--- src/rtl/hwc_pkg.sv ---
// Package: shared types and constants for the host wait-state controller.
// Assumes: nothing beyond IEEE 1800-2017.
package hwc_pkg;

    // Sequencer states.
    typedef enum logic [1:0] {
        ST_IDLE = 2'd0,   // waiting for a host strobe
        ST_XFER = 2'd1,   // internal request outstanding
        ST_EXTW = 2'd2,   // external RAM wait window
        ST_DONE = 2'd3    // completion shown, waiting for strobe release
    } seq_state_t;

    // Strap encodings.
    localparam logic MODE_ZERO_WAIT = 1'b0;
    localparam logic MODE_WAITED    = 1'b1;

    // Counter width that can hold values 0..n (at least one bit).
    function automatic int cnt_width(input int n);
        return (n < 2) ? 1 : $clog2(n + 1);
    endfunction

endpackage

--- src/rtl/hwc_sync.sv ---
// Module: multi-stage synchroniser for a bundle of asynchronous inputs.
// Assumes: the bundle is quasi-static around the sampling edge (the host
// holds the bus steady while the strobe is synchronised); STAGES >= 1.
module hwc_sync #(
    parameter int           W       = 1,
    parameter int           STAGES  = 2,
    parameter logic [W-1:0] RST_VAL = '0
) (
    input  logic         clk,
    input  logic         rst_n,
    input  logic [W-1:0] d,
    output logic [W-1:0] q
);

    logic [STAGES-1:0][W-1:0] stg;

    // Shift the input through the flop chain.
    always_ff @(posedge clk) begin
        if (!rst_n) begin
            stg <= {STAGES{RST_VAL}};
        end else begin
            stg[0] <= d;
            for (int i = 1; i < STAGES; i++) begin
                stg[i] <= stg[i-1];
            end
        end
    end

    assign q = stg[STAGES-1];

endmodule

--- src/rtl/hwc_hold.sv ---
// Module: one-entry hold slot for a host request that arrives while busy.
// Assumes: a load while the slot is full and not being taken is dropped
// (the host is expected to wait for ready before a third strobe).
module hwc_hold #(
    parameter int RW = 8
) (
    input  logic          clk,
    input  logic          rst_n,
    input  logic          load,
    input  logic [RW-1:0] load_data,
    input  logic          take,
    output logic          valid,
    output logic [RW-1:0] data
);

    // Fill on load, drain on take; a simultaneous load refills the slot.
    always_ff @(posedge clk) begin
        if (!rst_n) begin
            valid <= 1'b0;
            data  <= '0;
        end else if (take) begin
            valid <= load;
            if (load) data <= load_data;
        end else if (load && !valid) begin
            valid <= 1'b1;
            data  <= load_data;
        end
    end

    // The sequencer only drains an occupied slot.
    p_take_needs_entry_r8: assert property (@(posedge clk) disable iff (!rst_n)
        take |-> valid);

endmodule

--- src/rtl/hwc_seq.sv ---
// Module: access sequencer. Starts one internal or external access per
// synchronised strobe fall and drives the ready and buffer-enable outputs
// according to the selected protocol.
// Assumes: strb_low, mode_wait and req_bus are already synchronised;
// the engine holds int_ack for one cycle; EXT_WAIT >= 1.
module hwc_seq
    import hwc_pkg::*;
#(
    parameter int ADDR_W   = 10,
    parameter int DATA_W   = 16,
    parameter int EXT_WAIT = 2
) (
    input  logic                          clk,
    input  logic                          rst_n,
    input  logic                          mode_wait,
    input  logic                          strb_low,
    input  logic [2+ADDR_W+DATA_W-1:0]    req_bus,
    input  logic                          hold_valid,
    input  logic [2+ADDR_W+DATA_W-1:0]    hold_q,
    output logic                          hold_load,
    output logic                          hold_take,
    output logic                          int_req,
    output logic                          int_wr,
    output logic [ADDR_W-1:0]             int_addr,
    output logic [DATA_W-1:0]             int_wdata,
    input  logic                          int_ack,
    input  logic [DATA_W-1:0]             int_rdata,
    output logic [DATA_W-1:0]             rd_data,
    output logic                          rdy_n,
    output logic                          io_en_n
);

    localparam int RW = 2 + ADDR_W + DATA_W;
    localparam int CW = cnt_width(EXT_WAIT);
    localparam logic [CW-1:0] EXT_LAST = CW'(EXT_WAIT - 1);

    seq_state_t        state;
    logic              strb_prev;
    logic              strb_fall;
    logic              use_hold;
    logic              start;
    logic [RW-1:0]     start_req;
    logic              s_wr;
    logic              s_ext;
    logic [ADDR_W-1:0] s_addr;
    logic [DATA_W-1:0] s_data;
    logic              ext_path;
    logic [CW-1:0]     ext_cnt;

    // Remember the previous synchronised strobe level for edge detection.
    always_ff @(posedge clk) begin
        if (!rst_n) strb_prev <= 1'b0;
        else        strb_prev <= strb_low;
    end

    // Decide whether and from where a new access starts this cycle.
    always_comb begin
        strb_fall = strb_low && !strb_prev;
        use_hold  = (mode_wait == MODE_ZERO_WAIT) && hold_valid;
        start     = (state == ST_IDLE) && (use_hold || strb_fall);
        start_req = use_hold ? hold_q : req_bus;
        s_wr      = start_req[RW-1];
        s_ext     = start_req[RW-2];
        s_addr    = start_req[DATA_W +: ADDR_W];
        s_data    = start_req[DATA_W-1:0];
        ext_path  = (mode_wait == MODE_WAITED) && s_ext;
        hold_take = (state == ST_IDLE) && use_hold;
        hold_load = (mode_wait == MODE_ZERO_WAIT) && strb_fall &&
                    ((state != ST_IDLE) || hold_valid);
    end

    // Main state machine with registered handshake outputs.
    always_ff @(posedge clk) begin
        if (!rst_n) begin
            state     <= ST_IDLE;
            int_req   <= 1'b0;
            int_wr    <= 1'b0;
            int_addr  <= '0;
            int_wdata <= '0;
            rd_data   <= '0;
            rdy_n     <= 1'b1;
            io_en_n   <= 1'b1;
            ext_cnt   <= '0;
        end else begin
            unique case (state)
                ST_IDLE: begin
                    if (start) begin
                        io_en_n <= 1'b0;
                        if (ext_path) begin
                            state   <= ST_EXTW;
                            ext_cnt <= '0;
                        end else begin
                            state     <= ST_XFER;
                            int_req   <= 1'b1;
                            int_wr    <= s_wr;
                            int_addr  <= s_addr;
                            int_wdata <= s_data;
                            if (mode_wait == MODE_ZERO_WAIT) rdy_n <= 1'b0;
                        end
                    end
                end
                ST_XFER: begin
                    if (int_ack) begin
                        int_req <= 1'b0;
                        if (!int_wr) rd_data <= int_rdata;
                        if (mode_wait == MODE_WAITED && strb_low) begin
                            state <= ST_DONE;
                            rdy_n <= 1'b0;
                        end else begin
                            state   <= ST_IDLE;
                            rdy_n   <= 1'b1;
                            io_en_n <= 1'b1;
                        end
                    end
                end
                ST_EXTW: begin
                    ext_cnt <= ext_cnt + 1'b1;
                    if (ext_cnt == EXT_LAST) begin
                        if (strb_low) begin
                            state <= ST_DONE;
                            rdy_n <= 1'b0;
                        end else begin
                            state   <= ST_IDLE;
                            io_en_n <= 1'b1;
                        end
                    end
                end
                ST_DONE: begin
                    if (!strb_low) begin
                        state   <= ST_IDLE;
                        rdy_n   <= 1'b1;
                        io_en_n <= 1'b1;
                    end
                end
                default: state <= ST_IDLE;
            endcase
        end
    end

    // completion is only shown while the host still holds the strobe.
    p_rdy_fall_needs_strobe_r3: assert property (@(posedge clk) disable iff (!rst_n)
        (mode_wait == MODE_WAITED) && $fell(rdy_n) |-> strb_low);

    // once the strobe is seen released, ready returns high next edge.
    p_rdy_release_r4: assert property (@(posedge clk) disable iff (!rst_n)
        (mode_wait == MODE_WAITED) && !rdy_n && !strb_low |=> rdy_n);

    // a request and its operands hold steady until acknowledged.
    p_req_steady_r2: assert property (@(posedge clk) disable iff (!rst_n)
        int_req && !int_ack |=> int_req && $stable(int_addr) &&
                                $stable(int_wdata) && $stable(int_wr));

    // in zero-wait mode the busy indication accompanies a new request.
    p_zero_busy_r5: assert property (@(posedge clk) disable iff (!rst_n)
        (mode_wait == MODE_ZERO_WAIT) && $rose(int_req) |-> !rdy_n);

    // in zero-wait mode ready only comes back after an acknowledge.
    p_zero_free_r5: assert property (@(posedge clk) disable iff (!rst_n)
        (mode_wait == MODE_ZERO_WAIT) && $rose(rdy_n) |-> $past(int_ack));

    // the buffer enable covers every cycle in which ready is low.
    p_ioen_cover_r9: assert property (@(posedge clk) disable iff (!rst_n)
        !rdy_n |-> !io_en_n);

    // the external wait window never touches the internal port.
    p_ext_no_req_r10: assert property (@(posedge clk) disable iff (!rst_n)
        (state == ST_EXTW) |-> !int_req);

endmodule

--- src/rtl/host_wait_ctrl.sv ---
// Module: top of the host wait-state handshake controller. Synchronises
// the host inputs, keeps a one-entry hold slot for zero-wait back-to-back
// strobes, and runs the access sequencer.
// Assumes: mode_strap is static after reset; the host keeps address, data
// and direction stable from the strobe fall for at least three clocks.
module host_wait_ctrl
    import hwc_pkg::*;
#(
    parameter int ADDR_W      = 10,
    parameter int DATA_W      = 16,
    parameter int EXT_WAIT    = 2,
    parameter int SYNC_STAGES = 2
) (
    input  logic              clk,
    input  logic              rst_n,
    input  logic              mode_strap,
    input  logic              host_strb_n,
    input  logic              host_wr,
    input  logic              host_ext,
    input  logic [ADDR_W-1:0] host_addr,
    input  logic [DATA_W-1:0] host_wdata,
    output logic [DATA_W-1:0] host_rdata,
    output logic              host_rdy_n,
    output logic              host_io_en_n,
    output logic              int_req,
    output logic              int_wr,
    output logic [ADDR_W-1:0] int_addr,
    output logic [DATA_W-1:0] int_wdata,
    input  logic              int_ack,
    input  logic [DATA_W-1:0] int_rdata
);

    localparam int RW = 2 + ADDR_W + DATA_W;
    localparam int CTL_W = 4;

    logic [CTL_W-1:0] ctl_s;
    logic [RW-3:0]    bus_s;
    logic             mode_s;
    logic             strb_low;
    logic [RW-1:0]    req_bus;
    logic             hold_load;
    logic             hold_take;
    logic             hold_valid;
    logic [RW-1:0]    hold_q;

    // Control lines: strap, strobe (idles high), direction, external flag.
    hwc_sync #(
        .W       (CTL_W),
        .STAGES  (SYNC_STAGES),
        .RST_VAL (4'b0100)
    ) u_sync_ctl (
        .clk   (clk),
        .rst_n (rst_n),
        .d     ({mode_strap, host_strb_n, host_wr, host_ext}),
        .q     (ctl_s)
    );

    // Address and write data.
    hwc_sync #(
        .W       (RW - 2),
        .STAGES  (SYNC_STAGES),
        .RST_VAL ('0)
    ) u_sync_bus (
        .clk   (clk),
        .rst_n (rst_n),
        .d     ({host_addr, host_wdata}),
        .q     (bus_s)
    );

    assign mode_s   = ctl_s[3];
    assign strb_low = !ctl_s[2];
    assign req_bus  = {ctl_s[1], ctl_s[0], bus_s};

    hwc_hold #(
        .RW (RW)
    ) u_hold (
        .clk       (clk),
        .rst_n     (rst_n),
        .load      (hold_load),
        .load_data (req_bus),
        .take      (hold_take),
        .valid     (hold_valid),
        .data      (hold_q)
    );

    hwc_seq #(
        .ADDR_W   (ADDR_W),
        .DATA_W   (DATA_W),
        .EXT_WAIT (EXT_WAIT)
    ) u_seq (
        .clk        (clk),
        .rst_n      (rst_n),
        .mode_wait  (mode_s),
        .strb_low   (strb_low),
        .req_bus    (req_bus),
        .hold_valid (hold_valid),
        .hold_q     (hold_q),
        .hold_load  (hold_load),
        .hold_take  (hold_take),
        .int_req    (int_req),
        .int_wr     (int_wr),
        .int_addr   (int_addr),
        .int_wdata  (int_wdata),
        .int_ack    (int_ack),
        .int_rdata  (int_rdata),
        .rd_data    (host_rdata),
        .rdy_n      (host_rdy_n),
        .io_en_n    (host_io_en_n)
    );

    // the handshake lines leave reset deasserted.
    p_reset_idle_r11: assert property (@(posedge clk)
        !rst_n |=> host_rdy_n && host_io_en_n && !int_req);

endmodule

--- config.mk ---
export PLATFORM = sky130hd
export DESIGN_NAME = host_wait_ctrl
export DESIGN_NICKNAME = d
export VERILOG_FILES = /design/src/rtl/hwc_pkg.sv /design/src/rtl/hwc_sync.sv /design/src/rtl/hwc_hold.sv /design/src/rtl/hwc_seq.sv /design/src/rtl/host_wait_ctrl.sv
export SDC_FILE = /design/constraint.sdc
export NUM_CORES = 1
export LEC_CHECK = 0
export ABC_AREA = 1
export BUFFER_PORTS_ARGS = -buffer_cell sky130_fd_sc_hd__buf_2
export CORE_MARGIN = 1
export CORE_UTILIZATION = 50
export DETAILED_ROUTE_END_ITERATION = 8
export PLACE_DENSITY = 0.77
export SYNTH_ARGS = -nofsm -noshare
export SYNTH_HDL_FRONTEND = slang
export SYNTH_SLANG_ARGS = --single-unit
export TNS_END_PERCENT = 30
--- constraint.sdc ---
create_clock -name clk -period 1.58 [get_ports clk]
set_input_delay 0.237 -clock clk [delete_from_list [all_inputs] [get_ports clk]]
set_output_delay 0.237 -clock clk [all_outputs]
set_load 0.1 [all_outputs]
==> impl_metrics.ini <==
[logic_synthesis]
ys_warn_count = 0
avgSynthCellArea_um2 = 7.68
synthAdderAreaFrac_pct = 0.244
synth_area_um2 = 5140
synth.mux.area_fraction_pct = 0
yosysTopAreaCell = dfxtp_1
synth-simple-area-share_pct = 28.1
synthesis.nets = 719
synth_cell_types = 20
synth_edf_count = 0
yosys_register_bits = 139
ys_seq_area_share_pct = 54.2
synth_flop_cell = dfxtp_1
yosys.area.top_type_share_pct = 54.2
synth_top_family_by_area = simple AND/OR/NAND/NOR gates
syn_inst = 669
synthXorXnorAreaFrac_pct = 0
ys_top_cells_by_area = dfxtp_1 (54%), nand2_1 (15%), nor2_1 (6.9%)
async_reset_ff_share_pct = 0
synth_compound_area_share_pct = 8.04

[critical_path]
crit_family = buffers and inverters
slowest_stage = buf_2
critPathKind = flop to output port
cp_max_fo = 2
path_buf_inv = 1
worst_r2r_startpoint = u_sync_ctl.q[2]
arrival_ns = 1.30
cp-start-kind = flop
critPathLaunch = u_seq.rdy_n
end_kind = output port
cp_cell_sequence = buf_2
slowest_delay_ns = 0.44
reg2reg_slack_ns = 0.12
worstPathRequired_ns = 1.34

[routing]
drc = 0
viasPerCell = 4.69
wl_per_cell_um = 11.8
wl_um = 11200
drtAntennaViolNets = 0
drt_iter0_drc = 280
dr.pass1.iters = 5
vias = 4447

[floorplanning]
start_util_pct = 52.1
die_w_um = 103
die_height_um = 103
pin_count = 95
core-area_um2 = 9860
die_area_um2 = 10700
num_rows = 36

[clocking]
cts_tree = yes
numCtsBuffers = 17
root_buffer = clkbuf_8
clkSlewWorstSetupHoldPaths_ns = 0.06
htreeDepth = 4
worstSkewPairLatency_ns = 0.52
cts.path.max_buffers = 2
cts_sinks = 139

[sta]
rsz0062_at_grt = true
worst_pin_slew_ns = 0.502
finalSetupViolCount = 0
max_slew_margin_pct = 66.8
finalCritPeriodShare_pct = 97.6
report.final.slew_viol_count = 0
fin_skew_ns = 0.0125
max_freq_ghz = 0.649
period_minus_slack_ns = 1.54
hold_violations = 0

[global_route]
antenna_found_initial = 0
grt_pass1_vias = 3975
grt_overflow = 0
grtUsageTotal_pct = 21.8
grt_pass1_wl_um = 18000
grt_max_degree = 92

[hold_path]
hold_path_class = input port to flop
worstHoldStart = rst_n

[layout]
final_util_pct = 69.3
n_antenna_cell = 0
area_growth_pct = 33.0
drive_gt1_share_pct = 20.9
fill_cells = 788
nets = 853

[power]
ir_drop_mv = 0.548
finalPower_mw = 9.27
p_per_area_nw_per_um2 = 1360
leakage_nw = 3.52

[place]
hpwl_um = 6680
port_buffers = 94
place.gp.congestion = 0.768

[run_status]
status = finished clean

[job]
maxCapViolCount = 0
-- tightest hold or removal path, cell delays in order --
cell and delay (ns):
buf_2 0.20, o21ai_0 0.11, nor2_1 0.04
-- final timing paths --
check	endpoint	cells after the start
setup / recovery	host_rdy_n	1
hold / removal	u_seq.rd_data[0]	3
setup reg to reg	u_seq.int_addr[0]	6
hold reg to reg	u_sync_bus.q[0]	2
-- synth_stat cells, types with 4 or more instances --
cell type,n
nand2_1,200
dfxtp_1,139
nor2_1,95
inv_1,73
o21ai_0,48
a21oi_1,31
nand3_2,20
clkbuf_1,16
nand3_1,14
buf_2,12
buf_6,4
-- layer usage --
metal	up-vias	share of wire (%)	GRT usage [%]
met5	-	0	0
met4	0	1.3	8.13
met3	17	5.8	5.51
met2	164	45	35.2
met1	1964	48	28.3
li1	2302	-	-
-- flip-flops by register name, summed over array words and instances, names as in the netlist, 2 cells and up --
signal and count:
u_sync_bus.stg 26, u_seq.state 2, u_sync_ctl.stg 4, u_sync_bus.q 26
u_seq.int_addr 10, u_seq.int_wdata 16, u_sync_ctl.q 4, u_seq.rd_data 16
u_seq.ext_cnt 2, u_hold.data 27
-- stage by stage --
step           cell area (µm²)  std cells  setup TNS (ns)  setup slack, ns  hold slack (ns)
6_report                  6840        948               0           0.0386            0.119
5_1_grt                   6840        948         -0.0154          -0.0154            0.129
4_1_cts                   6820        948               0           0.0134           0.0965
3_5_place_dp              5680        870          -0.316          -0.0399            0.395
3_3_place_gp              5680        870               0            0.143            0.399
2_1_floorplan             5140        669               0            0.174            0.335
-- layout make-up --
cell class | instances | area (µm²) | share of cell area [%]
Multi-Input combinational cell | 419 | 1880 | 27.5
Timing Repair Buffer | 150 | 1050 | 15.4
Inverter | 76 | 288 | 4.21
Tap cell | 133 | 166 | 2.43
Clock buffer | 20 | 445 | 6.52
Sequential cell | 139 | 2780 | 40.7
Clock inverter | 11 | 216 | 3.17
-- placed cells by master (no fill, tap or decap) --
cell type / instances
nand2_1: 198
dfxtp_1: 138
nor2_1: 93
buf_2: 91
inv_1: 73
o21ai_0: 48
dlygate4sd3_1: 47
a21oi_1: 31
nand3_2: 20
clkbuf_16: 16
nand3_1: 14
buf_4: 7
bufinv_16: 6
nor2_4: 3
or2_2: 3
clkbuf_8: 3
clkinvlp_4: 3
buf_12: 3
inv_2: 2
nand2_2: 2
o21ai_2: 2
nor2_2: 2
clkbuf_4: 2
nor3_1: 1
nand2_4: 1
inv_4: 1
ha_1: 1
clkinv_4: 1
clkbuf_1: 1
clkinv_2: 1
dfxtp_2: 1
-- power by group --
| group | internal [mW] | total (mW) | switching (mW) |
|---|---|---|---|
| clock | 2.96 | 4.38 | 1.42 |
| combinational | 0.293 | 1.15 | 0.860 |
| sequential | 3.66 | 3.74 | 0.0793 |
-- kinds of logic (layout without fill, tap and decap cells) --
group           Yosys count  in the layout
flops                   139            139
simple gates            337            337
buf+inv                 111            257
compound gates           81             81
fa+ha+maj                 1              1
-- what timing repair did --
item,4_1_cts,5_1_grt
buffers inserted,0,0
setup endpoints to repair,17,21
resized for setup,2,6
cloned,0,0
hold buffers,47,0
hold endpoints to repair,47,0
pin swaps,0,0
No activity file was read; power rests on OpenSTA's default activity.
